===== src/rtl/phy_stat_pkg.sv =====
package phy_stat_pkg;

  typedef enum logic {
    LATCH_HIGH = 1'b0,
    LATCH_LOW  = 1'b1
  } latch_kind_e;

  // Bit positions in the primary word (fixed by the management map)
  localparam int unsigned PRI_JAB  = 1;
  localparam int unsigned PRI_LINK = 2;
  localparam int unsigned PRI_RF   = 4;
  localparam int unsigned PRI_AN   = 5;

  // Bit positions in the summary word
  localparam int unsigned SUM_LINK = 0;
  localparam int unsigned SUM_JAB  = 1;
  localparam int unsigned SUM_RF   = 2;
  localparam int unsigned SUM_AN   = 3;
  localparam int unsigned SUM_POL  = 4;

  // Latch slot indices
  localparam int unsigned SLOT_LINK = 0;
  localparam int unsigned SLOT_JAB  = 1;
  localparam int unsigned SLOT_RF   = 2;
  localparam int unsigned SLOT_POL  = 3;
  localparam int unsigned NUM_SLOTS = 4;

  typedef struct packed {
    logic pol;
    logic rf;
    logic jab;
    logic link;
  } stat_bits_t;

endpackage


===== src/rtl/phy_stat_latch.sv =====
module phy_stat_latch
  import phy_stat_pkg::*;
#(
  parameter latch_kind_e KIND = LATCH_HIGH
) (
  input  logic clk,
  input  logic rst_n,
  input  logic cond_i,   // event (latch-high) or good level (latch-low)
  input  logic clr_i,    // clearing / re-arming read
  output logic q_o
);

  logic q_r;
  logic q_d;
  logic q_en;

  generate
    if (KIND == LATCH_HIGH) begin : g_hi
      always_comb begin
        q_d = cond_i | (q_r & ~clr_i);
      end
    end else begin : g_lo
      always_comb begin
        q_d = cond_i & (q_r | clr_i);
      end
    end
  endgenerate

  always_comb begin
    q_en = (q_d != q_r);
  end

  always_ff @(posedge clk or negedge rst_n) begin
    if (!rst_n) begin
      q_r <= 1'b0;
    end else if (q_en) begin
      q_r <= q_d;
    end
  end

  assign q_o = q_r;

  generate
    if (KIND == LATCH_HIGH) begin : g_hi_chk

      event_kept_chk: assert property (@(posedge clk) disable iff (!rst_n)
        cond_i |=> q_o);

      read_clears_chk: assert property (@(posedge clk) disable iff (!rst_n)
        (clr_i && !cond_i) |=> !q_o);

      sticky_hold_chk: assert property (@(posedge clk) disable iff (!rst_n)
        (q_o && !clr_i) |=> q_o);
    end else begin : g_lo_chk

      fail_clears_chk: assert property (@(posedge clk) disable iff (!rst_n)
        !cond_i |=> !q_o);

      no_self_set_chk: assert property (@(posedge clk) disable iff (!rst_n)
        (!q_o && !clr_i) |=> !q_o);

      rearm_on_read_chk: assert property (@(posedge clk) disable iff (!rst_n)
        (cond_i && clr_i) |=> q_o);
    end
  endgenerate

endmodule


===== src/rtl/phy_stat_pack.sv =====
module phy_stat_pack
  import phy_stat_pkg::*;
#(
  parameter int unsigned      WORD_W   = 16,
  parameter logic [WORD_W-1:0] CAP_WORD = 16'h7849
) (
  input  stat_bits_t        bits_i,
  input  logic              an_done_i,
  output logic [WORD_W-1:0] main_o,
  output logic [WORD_W-1:0] summ_o
);

  always_comb begin
    main_o           = CAP_WORD;
    main_o[PRI_LINK] = bits_i.link;
    main_o[PRI_JAB]  = bits_i.jab;
    main_o[PRI_RF]   = bits_i.rf;
    main_o[PRI_AN]   = an_done_i;
  end

  always_comb begin
    summ_o          = '0;
    summ_o[SUM_LINK] = bits_i.link;
    summ_o[SUM_JAB]  = bits_i.jab;
    summ_o[SUM_RF]   = bits_i.rf;
    summ_o[SUM_AN]   = an_done_i;
    summ_o[SUM_POL]  = bits_i.pol;
  end

endmodule


===== src/rtl/phy_stat_regs.sv =====
module phy_stat_regs
  import phy_stat_pkg::*;
#(
  parameter int unsigned       WORD_W      = 16,
  parameter logic [WORD_W-1:0] CAP_WORD    = 16'h7849,
  parameter int unsigned       SYNC_STAGES = 2
) (
  input  logic              clk,
  input  logic              rst_n,
  input  logic              link_good_i,
  input  logic              jabber_i,
  input  logic              rfault_i,
  input  logic              an_done_i,
  input  logic              pol_inv_i,
  input  logic              rd_main_i,
  input  logic              rd_summ_i,
  input  logic              rd_polhome_i,
  output logic [WORD_W-1:0] main_word_o,
  output logic [WORD_W-1:0] summ_word_o
);

  localparam int unsigned SYNC_LAST = SYNC_STAGES - 1;

  // Reset: asserted asynchronously, released through a flop chain
  logic [SYNC_LAST:0] rst_sync_r;
  logic               rst_int_n;

  always_ff @(posedge clk or negedge rst_n) begin
    if (!rst_n) begin
      rst_sync_r <= '0;
    end else begin
      rst_sync_r <= {rst_sync_r[SYNC_LAST:0], 1'b1} >> 1 | {1'b0, rst_sync_r[SYNC_LAST:0]} << 1 | {{SYNC_LAST{1'b0}}, 1'b1};
    end
  end

  assign rst_int_n = rst_sync_r[SYNC_LAST];

  // Condition and clear sources per latch slot
  logic [NUM_SLOTS-1:0] slot_cond;
  logic [NUM_SLOTS-1:0] slot_clr;
  logic [NUM_SLOTS-1:0] slot_q;

  always_comb begin
    slot_cond            = '0;
    slot_clr             = '0;
    slot_cond[SLOT_LINK] = link_good_i;
    slot_clr[SLOT_LINK]  = rd_main_i;
    slot_cond[SLOT_JAB]  = jabber_i;
    slot_clr[SLOT_JAB]   = rd_main_i;
    slot_cond[SLOT_RF]   = rfault_i;
    slot_clr[SLOT_RF]    = rd_main_i;
    slot_cond[SLOT_POL]  = pol_inv_i;
    slot_clr[SLOT_POL]   = rd_summ_i | rd_polhome_i;
  end

  generate
    for (genvar s = 0; s < NUM_SLOTS; s++) begin : g_slot
      localparam latch_kind_e SLOT_KIND = (s == SLOT_LINK) ? LATCH_LOW : LATCH_HIGH;
      phy_stat_latch #(
        .KIND(SLOT_KIND)
      ) u_latch (
        .clk    (clk),
        .rst_n  (rst_int_n),
        .cond_i (slot_cond[s]),
        .clr_i  (slot_clr[s]),
        .q_o    (slot_q[s])
      );
    end
  endgenerate

  stat_bits_t bits;

  always_comb begin
    bits.link = slot_q[SLOT_LINK];
    bits.jab  = slot_q[SLOT_JAB];
    bits.rf   = slot_q[SLOT_RF];
    bits.pol  = slot_q[SLOT_POL];
  end

  phy_stat_pack #(
    .WORD_W   (WORD_W),
    .CAP_WORD (CAP_WORD)
  ) u_pack (
    .bits_i    (bits),
    .an_done_i (an_done_i),
    .main_o    (main_word_o),
    .summ_o    (summ_word_o)
  );


  pol_either_read_chk: assert property (@(posedge clk) disable iff (!rst_int_n)
    ((rd_summ_i || rd_polhome_i) && !pol_inv_i) |=> !summ_word_o[SUM_POL]);

  pol_main_read_keeps_chk: assert property (@(posedge clk) disable iff (!rst_int_n)
    (summ_word_o[SUM_POL] && rd_main_i && !rd_summ_i && !rd_polhome_i) |=> summ_word_o[SUM_POL]);

  summ_read_keeps_jab_chk: assert property (@(posedge clk) disable iff (!rst_int_n)
    (rd_summ_i && !rd_main_i && main_word_o[PRI_JAB]) |=> summ_word_o[SUM_JAB]);

  summ_read_keeps_rf_chk: assert property (@(posedge clk) disable iff (!rst_int_n)
    (rd_summ_i && !rd_main_i && main_word_o[PRI_RF]) |=> summ_word_o[SUM_RF]);

endmodule


===== config.mk =====
export PLATFORM = sky130hd
export DESIGN_NAME = phy_stat_regs
export DESIGN_NICKNAME = d
export VERILOG_FILES = /design/src/rtl/phy_stat_pkg.sv /design/src/rtl/phy_stat_latch.sv /design/src/rtl/phy_stat_pack.sv /design/src/rtl/phy_stat_regs.sv
export SDC_FILE = /design/constraint.sdc
export NUM_CORES = 1
export LEC_CHECK = 0
export ABC_AREA = 1
export BUFFER_PORTS_ARGS = -buffer_cell sky130_fd_sc_hd__buf_2
export CORE_UTILIZATION = 36
export DETAILED_ROUTE_END_ITERATION = 7
export PLACE_DENSITY = 0.85
export SLEW_MARGIN = 20
export SYNTH_ARGS = -nofsm -noshare
export SYNTH_HDL_FRONTEND = slang
export SYNTH_HIERARCHICAL = 1
export SYNTH_SLANG_ARGS = --single-unit

===== constraint.sdc =====
create_clock -name clk -period 0.8 [get_ports clk]
set_input_delay 0.08 -clock clk [delete_from_list [all_inputs] [get_ports clk]]
set_output_delay 0.08 -clock clk [all_outputs]
set_load 0.01 [all_outputs]

==> metrics.md, run 1 <==
| Metric | Value |
|---|---|
| Clock-pin slew on the worst setup and hold paths | `40 ps` |
| First-pass GRT wire length | `648 um` |
| Total inserted antenna cells | `0` |
| RSZ-0062 raised after global routing | `yes` |
| Post-synthesis cell count | `62` |
| Sequential-to-total area share from yosys stat | `0.313` |
| Root buffer cell | `clkbuf_4` |
| Pin count of the biggest net entering global routing | `5` |
| Synthesis warning total | `6` |
| Violated checks | `setup timing` |
| Count of nets after finishing | `85` |
| Leading cell type in the layout, fill and taps excluded | `conb_1` |
| Highest ir drop seen on vdd | `0.417 mV` |
| Aggregate routed wire length | `511 um` |
| CP Cell Sequence | `buf_2` |
| Cell leakage power | `0.316 nW` |
| Overall die width | `38.5 um` |
| Critical path arrival | `760 ps` |
| All-layer global routing usage | `0.0713` |
| Number of sinks on the clock net | `6` |
| Number of cells after detailed placement | `81` |
| Count of cell types in the netlist | `6` |
| Power per cell area | `1580 nW/um2` |
| Critical path's top delay family | `flip-flops` |
| Outcome | `finished with violations` |
| Number of cell rows | `12` |
| TritonCTS clock tree | `done` |
| Filler Cells Inserted | `132` |
| Worst R2R Setup Slack | `60 ps` |
| Number of I/O pins | `42` |
| Max-cap viol count | `0` |
| Wire per inst | `5.87 um` |
| Peak Freq | `1.19 GHz` |
| Full die area | `1480 um2` |
| Total number of vias | `282` |
| Layout Area Growth over Synthesis | `-2.86%` |
| Clock tree skew after final layout | `1.41 ps` |
| Critical path data required time | `720 ps` |
| Standard cell with the maximum stage delay on the critical path | `dfrtp_1` |
| Most Used Layer, Global Route | `met2` |
| Period Utilization, post-route | `1.05` |
| Number of antenna violations at the first check in global routing | `0` |
| Maximum number of buffers from clock root to sink | `2` |
| Reg-to-reg critical path startpoint | `g_slot[0].u_latch/q_o` |
| Post-cts resize count | `0` |
| Vias in the first global route | `203` |
| Met1 Use GR | `0.0464` |
| Number of vias per cell after detailed routing | `3.24` |
| Pins over their slew limit | `0` |
| Initial Util | `0.410` |
| Min setup slack post-route | `-42.6 ps` |
| TritonCTS buffer count | `3` |
| Global Route met2 Usage | `0.129` |
| Mean instance size in the synthesized netlist | `7.75 um2` |
| Layout cells sized above 1 | `0.288` |
| Worst setup path class | `register to output port` |
| Port bufs | `15` |
| Most used cells in the layout excluding fill and tap cells | `24 x conb_1, 15 x buf_2, 11 x inv_1` |
| Final core utilization | `0.399` |
| Post-DP HPWL | `458 um` |
| Hold Path End | `g_slot[2].u_latch/q_o` |
| Hold Violations, Final | `0` |
| Crit end category | `output port` |
| Type of the worst min-delay path | `input pin to register` |
| First DRT Iteration DRCs | `0` |
| Sum of overflow across all layers after global routing | `0` |
| Number of search-and-repair iterations in the first detailed-routing pass | `1` |
| Final setup TNS | `-255 ps` |
| Non-filler cells, final | `87` |
| Count of cells along the worst hold path | `3` |
| Critical Path Fanout Max | `3` |
| Residual antenna-violating net count after detailed routing | `0` |
| Placer congestion estimate | `0.608` |
| Startpoint type of the worst setup path | `register` |
| Cell area after technology mapping | `480 um2` |
| Endpoint of the worst register-to-register path | `g_slot[0].u_latch/q_o` |
| Path depth of the worst reg2reg path | `3` |
| FF+latch count, synth | `6` |
| Clock latency on the worst-skew pair | `240 ps` |
| Remaining design rule violation count | `0` |
| Stage delay of the slowest cell on the critical path | `380 ps` |
| GR Util met3 | `0.0349` |
| Worst path buffer plus inverter count | `1` |
| Final critical path time including I/O delays and setup | `843 ps` |
| H-Tree Depth | `1` |
| Core area | `1170 um2` |
| Die Span Y | `38.5 um` |
| Origin of the worst min-delay path | `rfault_i` |
| Pre-CTS WS | `182 ps` |
| Final setup violation count | `7` |
## synthesized netlist by cell type
library cell / instances / area, um2
conb_1: 3 / 11.3
nor2_1: 2 / 7.51
inv_1: 11 / 41.3
nand2_1: 8 / 30.0
buf_4: 32 / 240
dfrtp_1: 6 / 150
## flip-flops by register name, summed over array words and instances, names as in the netlist
signal	count
rst_sync_r	2
g_slot.u_latch/q_o	4
## per-layer routing
metal | routed length (um) | share of wire | vias up
met1 | 176 | 0.34 | 118
met5 | 0 | 0 | -
met3 | 63 | 0.12 | 0
li1 | - | - | 139
met2 | 271 | 0.53 | 25
met4 | 0 | 0 | 0
## worst max-delay path by stage
stage	start	end	slack, ps	cells past startpoint
global placement	g_slot[0].u_latch/q_o	g_slot[0].u_latch/q_o	200	2
CTS	g_slot[2].u_latch/q_o	summ_word_o[2]	-60	1
global route	g_slot[0].u_latch/q_o	summ_word_o[0]	-80	1
detailed placement	g_slot[0].u_latch/q_o	g_slot[0].u_latch/q_o	180	2
finish	g_slot[2].u_latch/q_o	summ_word_o[2]	-40	1
floorplan	rst_sync_r[1]	rst_sync_r[1]	170	2
## layout make-up
type	instances	area, um2	share of cell area
Tap cell	14	17.5	0.0375
Timing Repair Buffer	19	108	0.231
Clock buffer	3	22.5	0.0483
Multi-Input combinational cell	34	128	0.273
Inverter	11	41.3	0.0885
Sequential cell	6	150	0.322
## cells by family (layout without fill, tap and decap cells)
family | count (synthesis) | in the layout | synth area share
flip-flops | 6 | 6 | 0.312
buffers and inverters | 43 | 33 | 0.586
AND/OR/NAND/NOR | 10 | 10 | 0.0781
other | 3 | 24 | 0.0234
## report_power, final
part	internal, W	switching, W	total, W
Sequential	0.000322	0.00000897	0.000331
Combinational	0.0000498	0.0000913	0.000141
Clock	0.000169	0.0000977	0.000267
Total	0.000540	0.000198	0.000738
## through the flow
stage | hold WS (ps) | power, W | cell area (um2)
detailed placement | -132 | 0.000462 | 419
global placement | -135 | 0.000459 | 419
global route | 20.9 | 0.000796 | 467
finish | 25.5 | 0.000738 | 467
CTS | 19.2 | 0.000752 | 459
floorplan | -216 | 0.000542 | 559
## timing repair
action / CTS / global route
buffers inserted: 1 / 1
setup endpoints to repair: 7 / 7
hold buffers: 1 / 0
hold endpoints to repair: 2 / 0
Note: power is estimated with default switching activity, not from simulation.
==> run 2: changes to the inputs <==
- CORE_AREA: unset -> 2 2 39 41
- CORE_UTILIZATION: 36 -> unset
- DIE_AREA: unset -> 0 0 41 43
- clock period: 0.8 -> 1.08 ns (I/O delays scaled with it)
==> run 2 against run 1 <==
Effect of this change:
- sequential cell count stayed put
- critical path depth did not move
- total power is 26% lower
- highest routed layer is now met4
- clock-buffer cell count is the same
- sequential power decreased by 26%
- die area grew 19%
- critical endpoint is now summ_word_o[0]
- the flow now finishes without violations
- design area down 4.3%
==> metrics.md, run 2 (synthesis gave the netlist of run 1 again) <==
| Metric | Value |
|---|---|
| Clock-pin slew on the worst setup and hold paths | `40 ps (about the same)` |
| Port bufs | `15 (unchanged)` |
| Filler Cells Inserted | `164 (+24%)` |
| Period Utilization, post-route | `0.814` |
| TritonCTS clock tree | `done` |
| Area used by sequential logic in the layout | `150 um2 (unchanged)` |
| Post-DP HPWL | `459 um (+0.33%)` |
| Count of nets after finishing | `82 (-3.5%)` |
| All-layer global routing usage | `0.0695 (-0.00177)` |
| Critical path data required time | `970 ps (+250 ps)` |
| Number of I/O pins | `42 (unchanged)` |
| Outcome | `complete, no violations` |
| Power dissipated by switching net loads | `0.000151 W (-24%)` |
| Total inserted antenna cells | `0 (unchanged)` |
| H-Tree Depth | `1 (unchanged)` |
| Type of the worst min-delay path | `input pin to register` |
| Clock latency on the worst-skew pair | `240 ps (about the same)` |
| Peak Freq | `1.14 GHz` |
| Switching share of power | `0.277 (+0.00907)` |
| Worst path buffer plus inverter count | `1 (unchanged)` |
| Number of search-and-repair iterations in the first detailed-routing pass | `3 (+2)` |
| Full die area | `1760 um2 (+19%)` |
| Pin count of the biggest net entering global routing | `6 (+1)` |
| Number of sinks on the clock net | `6 (unchanged)` |
| Root buffer cell | `clkbuf_4` |
| Hold Path End | `g_slot[3].u_latch/q_o` |
| Most used cells in the layout excluding fill and tap cells | `24 x conb_1, 15 x buf_2, 11 x inv_1` |
| Remaining design rule violation count | `0 (unchanged)` |
| Critical Path Fanout Max | `3 (unchanged)` |
| Number of cell rows | `14 (+2)` |
| Wire per inst | `6.05 um (+2.9%)` |
| Layout Area Growth over Synthesis | `-7.03%` |
| Origin of the worst min-delay path | `pol_inv_i` |
| Sum of overflow across all layers after global routing | `0 (unchanged)` |
| Endpoint of the worst register-to-register path | `rst_sync_r[1]` |
| Startpoint type of the worst setup path | `register` |
| Power per cell area | `1220 nW/um2 (-23%)` |
| Worst setup path class | `register to output port` |
| RSZ-0062 raised after global routing | `no` |
| Final setup TNS | `0 ps (+255 ps)` |
| Standard cell with the maximum stage delay on the critical path | `dfrtp_1` |
| Post-Route Hold Slack | `47.0 ps (+21.5 ps)` |
| Reg-to-reg critical path startpoint | `rst_sync_r[1]` |
| Sequential share of power | `0.448 (about the same)` |
| CP Cell Sequence | `buf_2` |
| Pins over their slew limit | `0 (unchanged)` |
| Cell leakage power | `0.302 nW (-4.4%)` |
| Final critical path time including I/O delays and setup | `879 ps` |
| Total number of vias | `267 (-5.3%)` |
| Final setup violation count | `0 (-7)` |
| TritonCTS buffer count | `3 (unchanged)` |
| Path depth of the worst reg2reg path | `2 (-1)` |
| Highest ir drop seen on vdd | `0.311 mV (-25%)` |
| Initial Util | `0.347 (-0.0631)` |
| Residual antenna-violating net count after detailed routing | `0 (unchanged)` |
| Vias in the first global route | `201 (-0.99%)` |
| Die Span Y | `43 um (+12%)` |
| Critical path's top delay family | `flip-flops` |
| Aggregate routed wire length | `520 um (+1.8%)` |
| Crit end category | `output port` |
| Flip-flop count of the largest register, all copies and words added | `4 (unchanged)` |
| Total internal power | `0.000395 W (-27%)` |
| Critical path arrival | `770 ps (about the same)` |
| Count of cells along the worst hold path | `3 (unchanged)` |
| Maximum number of buffers from clock root to sink | `2 (unchanged)` |
| Clock tree skew after final layout | `3.16 ps (+1.75 ps)` |
| Layout cells sized above 1 | `0.257 (-0.0305)` |
| Number of vias per cell after detailed routing | `3.10 (-4.2%)` |
| Overall die width | `41 um (+6.4%)` |
| Max-cap viol count | `0 (unchanged)` |
| Hold Violations, Final | `0 (unchanged)` |
| Area of combinational cells with multiple inputs | `128 um2 (unchanged)` |
| Worst R2R Setup Slack | `410 ps (+350 ps)` |
| Placer congestion estimate | `0.568 (-6.6%)` |
| Number of antenna violations at the first check in global routing | `0 (unchanged)` |
| Stage delay of the slowest cell on the critical path | `390 ps (about the same)` |
| First DRT Iteration DRCs | `1 (+1)` |
| Clock share of power | `0.373 (+0.012)` |
| Post-CTS Setup Repair Bufs | `0 (-1)` |
| First-pass GRT wire length | `696 um (+7.4%)` |
| Core area | `1380 um2 (+18%)` |
| Leading cell type in the layout, fill and taps excluded | `conb_1` |
| Combinational fraction of design power | `0.179 (-0.012)` |
[run 2: tightest hold or removal path: stages]
cell     delay (ps)
buf_2            70
inv_1            30
nand2_1          50
[run 2: routing by layer]
layer | wire (um) | track usage | share of wire | vias to the layer above
li1 | - | - | - | 134
met1 | 155 | 0.0455 | 0.30 | 110
met2 | 273 | 0.0938 | 0.53 | 21
met3 | 77 | 0.0524 | 0.15 | 2
met4 | 14 | 0.100 | 0.027 | 0
met5 | 0 | 0 | 0 | -
[run 2: per-stage QoR]
stage | utilization | instance area (um2) | setup slack, ps | instances | total power, W
final | 0.323 | 447 | 201 | 86 | 0.000546
after global routing | 0.323 | 447 | 162 | 86 | 0.000594
after CTS | 0.323 | 447 | 181 | 86 | 0.000556
after detailed placement | 0.299 | 414 | 408 | 82 | 0.000342
after global placement | 0.299 | 414 | 437 | 82 | 0.000341
after floorplan | - | 559 | 453 | 83 | 0.000401
[run 2: power by group through the flow]
| stage | sequential, W | combinational (W) | clock (W) |
|---|---|---|---|
| after floorplan | 0.000247 | 0.000154 | 0 |
| after global placement | 0.000248 | 0.0000933 | 0 |
| after detailed placement | 0.000248 | 0.0000940 | 0 |
| after CTS | 0.000245 | 0.0000970 | 0.000213 |
| after global routing | 0.000246 | 0.000113 | 0.000235 |
| final | 0.000245 | 0.0000975 | 0.000204 |
[run 2: layout make-up]
cell class                 count  share of cell area
clock buffer                   3              0.0504
sequential                     6               0.336
tap                           16              0.0448
timing repair buffer          16               0.190
inverter                      11              0.0924
multi-input combinational     34               0.286
[run 2: worst max path at each step]
| stage | from | to | slack (ps) | cells past startpoint |
|---|---|---|---|---|
| 6_report | g_slot[0].u_latch/q_o | summ_word_o[0] | 200 | 1 |
| 5_1_grt | g_slot[0].u_latch/q_o | summ_word_o[0] | 160 | 1 |
| 4_1_cts | g_slot[0].u_latch/q_o | summ_word_o[0] | 180 | 1 |
| 3_5_place_dp | rst_sync_r[1] | rst_sync_r[1] | 410 | 2 |
| 3_3_place_gp | rst_sync_r[1] | rst_sync_r[1] | 440 | 2 |
| 2_1_floorplan | rst_sync_r[1] | rst_sync_r[1] | 450 | 2 |
[run 2: repair_timing]
action,CTS,global route
hold endpoints to repair,2,0
hold buffers,1,0
resized for setup,0,0
==> run 3: changes to the inputs <==
- CORE_AREA: 2 2 39 41 -> unset
- CORE_UTILIZATION: unset -> 36
- DIE_AREA: 0 0 41 43 -> unset
- clock period: 1.08 -> 0.9 ns (I/O delays scaled with it)
==> run 3 against run 2 <==
Effect of this change:
- routed wire length down 1.2%
- critical path depth unchanged
- largest cell class unchanged
- clock-buffer cell count unchanged
- first-iteration DRC count up 100%
- non-clock buffer count up 1
- setup slack worse by 140 ps
- sequential power up 20%
- critical path type unchanged
==> metrics.md, run 3 (synthesis gave the netlist of run 1 again) <==
| Metric | Value |
|---|---|
| Filler Cells Inserted | `133 (-19%)` |
| Maximum number of buffers from clock root to sink | `2 (unchanged)` |
| First DRT Iteration DRCs | `2 (+1)` |
| Post-Route Hold Slack | `43.8 ps (-3.17 ps)` |
| Final critical path time including I/O delays and setup | `843 ps` |
| Die Span Y | `38.5 um (-10%)` |
| Total number of vias | `274 (+2.6%)` |
| Clock tree skew after final layout | `1.62 ps (-1.54 ps)` |
| Post-DP HPWL | `475 um (+3.3%)` |
| Pins over their slew limit | `0 (unchanged)` |
| Area of combinational cells with multiple inputs | `128 um2 (unchanged)` |
| Power per cell area | `1440 nW/um2 (+17%)` |
| Pin count of the biggest net entering global routing | `6 (unchanged)` |
| Type of the worst min-delay path | `input pin to register` |
| Hold Violations, Final | `0 (unchanged)` |
| Clock latency on the worst-skew pair | `230 ps (about the same)` |
| Total inserted antenna cells | `0 (unchanged)` |
| Number of search-and-repair iterations in the first detailed-routing pass | `2 (-1)` |
| Root buffer cell | `clkbuf_4` |
| Crit end category | `output port` |
| Highest ir drop seen on vdd | `0.414 mV (+33%)` |
| Aggregate routed wire length | `514 um (-1.2%)` |
| Worst setup path class | `register to output port` |
| All-layer global routing usage | `0.0875 (+0.0180)` |
| Initial Util | `0.410 (+0.0631)` |
| CP Cell Sequence | `buf_2` |
| Overall die width | `38.5 um (-6.0%)` |
| Critical Path Fanout Max | `3 (unchanged)` |
| Max-cap viol count | `0 (unchanged)` |
| Residual antenna-violating net count after detailed routing | `0 (unchanged)` |
| Number of sinks on the clock net | `6 (unchanged)` |
| RSZ-0062 raised after global routing | `no` |
| Final setup violation count | `0 (unchanged)` |
| Standard cell with the maximum stage delay on the critical path | `dfrtp_1` |
| Outcome | `complete, no violations` |
| Number of cell rows | `12 (-2)` |
| Post-cts resize count | `0 (unchanged)` |
| Critical path data required time | `810 ps (-160 ps)` |
| Clock-pin slew on the worst setup and hold paths | `40 ps (about the same)` |
| Critical path's top delay family | `flip-flops` |
| Leading cell type in the layout, fill and taps excluded | `conb_1` |
| Remaining design rule violation count | `0 (unchanged)` |
| Number of I/O pins | `42 (unchanged)` |
| Port bufs | `15 (unchanged)` |
| Layout cells sized above 1 | `0.268 (+0.0105)` |
| First-pass GRT wire length | `772 um (+11%)` |
| Layout Area Growth over Synthesis | `-5.99%` |
| Startpoint type of the worst setup path | `register` |
| Stage delay of the slowest cell on the critical path | `380 ps (about the same)` |
| Sum of overflow across all layers after global routing | `0 (unchanged)` |
| Flip-flop count of the largest register, all copies and words added | `4 (unchanged)` |
| Wire per inst | `6.05 um (about the same)` |
| Core area | `1170 um2 (-15%)` |
| Vias in the first global route | `210 (+4.5%)` |
| Cell leakage power | `0.306 nW (+1.5%)` |
| Placer congestion estimate | `0.614 (+8.1%)` |
| Most used cells in the layout excluding fill and tap cells | `24 x conb_1, 15 x buf_2, 11 x inv_1` |
| Number of antenna violations at the first check in global routing | `0 (unchanged)` |
| Full die area | `1480 um2 (-16%)` |
| Area used by sequential logic in the layout | `150 um2 (unchanged)` |
| H-Tree Depth | `1 (unchanged)` |
| Count of nets after finishing | `83 (+1.2%)` |
| TritonCTS buffer count | `3 (unchanged)` |
| Worst path buffer plus inverter count | `1 (unchanged)` |
| Number of vias per cell after detailed routing | `3.22 (+3.8%)` |
| Period Utilization, post-route | `0.937` |
| Final setup TNS | `0 ps (unchanged)` |
| Peak Freq | `1.19 GHz` |
| Critical path arrival | `750 ps (-20 ps)` |
| TritonCTS clock tree | `done` |
## run 3: cell types whose count changed in the layout (fill, tap and decap cells not counted)
| cell | change |
|---|---|
| buf_4 | +1 |
## run 3: through the flow
step	power [W]	instance area [um2]	util	cells	setup WS, ps
3_5_place_dp	0.000412	412	0.351	80	235
4_1_cts	0.000661	444	0.379	84	27.6
3_3_place_gp	0.000409	412	0.351	80	254
2_1_floorplan	0.000481	559	-	83	273
6_report	0.000648	452	0.386	85	56.6
5_1_grt	0.000707	452	0.386	85	6.57
## run 3: layout make-up
cell class / instances / area share
inverter: 11 / 0.0914
tap: 14 / 0.0388
sequential: 6 / 0.332
multi-input combinational: 34 / 0.283
clock buffer: 3 / 0.0499
timing repair buffer: 17 / 0.205
## run 3: worst paths after layout
path | from | end | slack [ps] | cells after the start
hold / removal | pol_inv_i | g_slot[3].u_latch/q_o | 40 | 3
setup reg to reg | g_slot[1].u_latch/q_o | g_slot[1].u_latch/q_o | 170 | 3
hold reg to reg | rst_sync_r[1] | g_slot[3].u_latch/q_o | 70 | 0
setup / recovery | g_slot[1].u_latch/q_o | main_word_o[1] | 60 | 1
min in group asynchronous | rst_sync_r[1] | g_slot[3].u_latch/q_o | 70 | 0
max in group asynchronous | rst_n | rst_sync_r[0] | 630 | 2
## run 3: where the power goes
| part | switching, W | internal, W |
|---|---|---|
| sequential | 0.00000763 | 0.000286 |
| combinational | 0.0000814 | 0.0000408 |
| clock | 0.0000826 | 0.000150 |
| total | 0.000172 | 0.000477 |
## run 3: routing by layer
layer	up-vias	track usage	share of wire
li1	136	-	-
met1	111	0.0655	0.34
met2	27	0.138	0.50
met3	0	0.0698	0.16
met4	0	0.0776	0
met5	-	0	0
## run 3: repair_timing
item,CTS,global route
buffers inserted,0,1
hold buffers,1,0
setup endpoints to repair,0,2
endpoints found under the hold margin,2,0
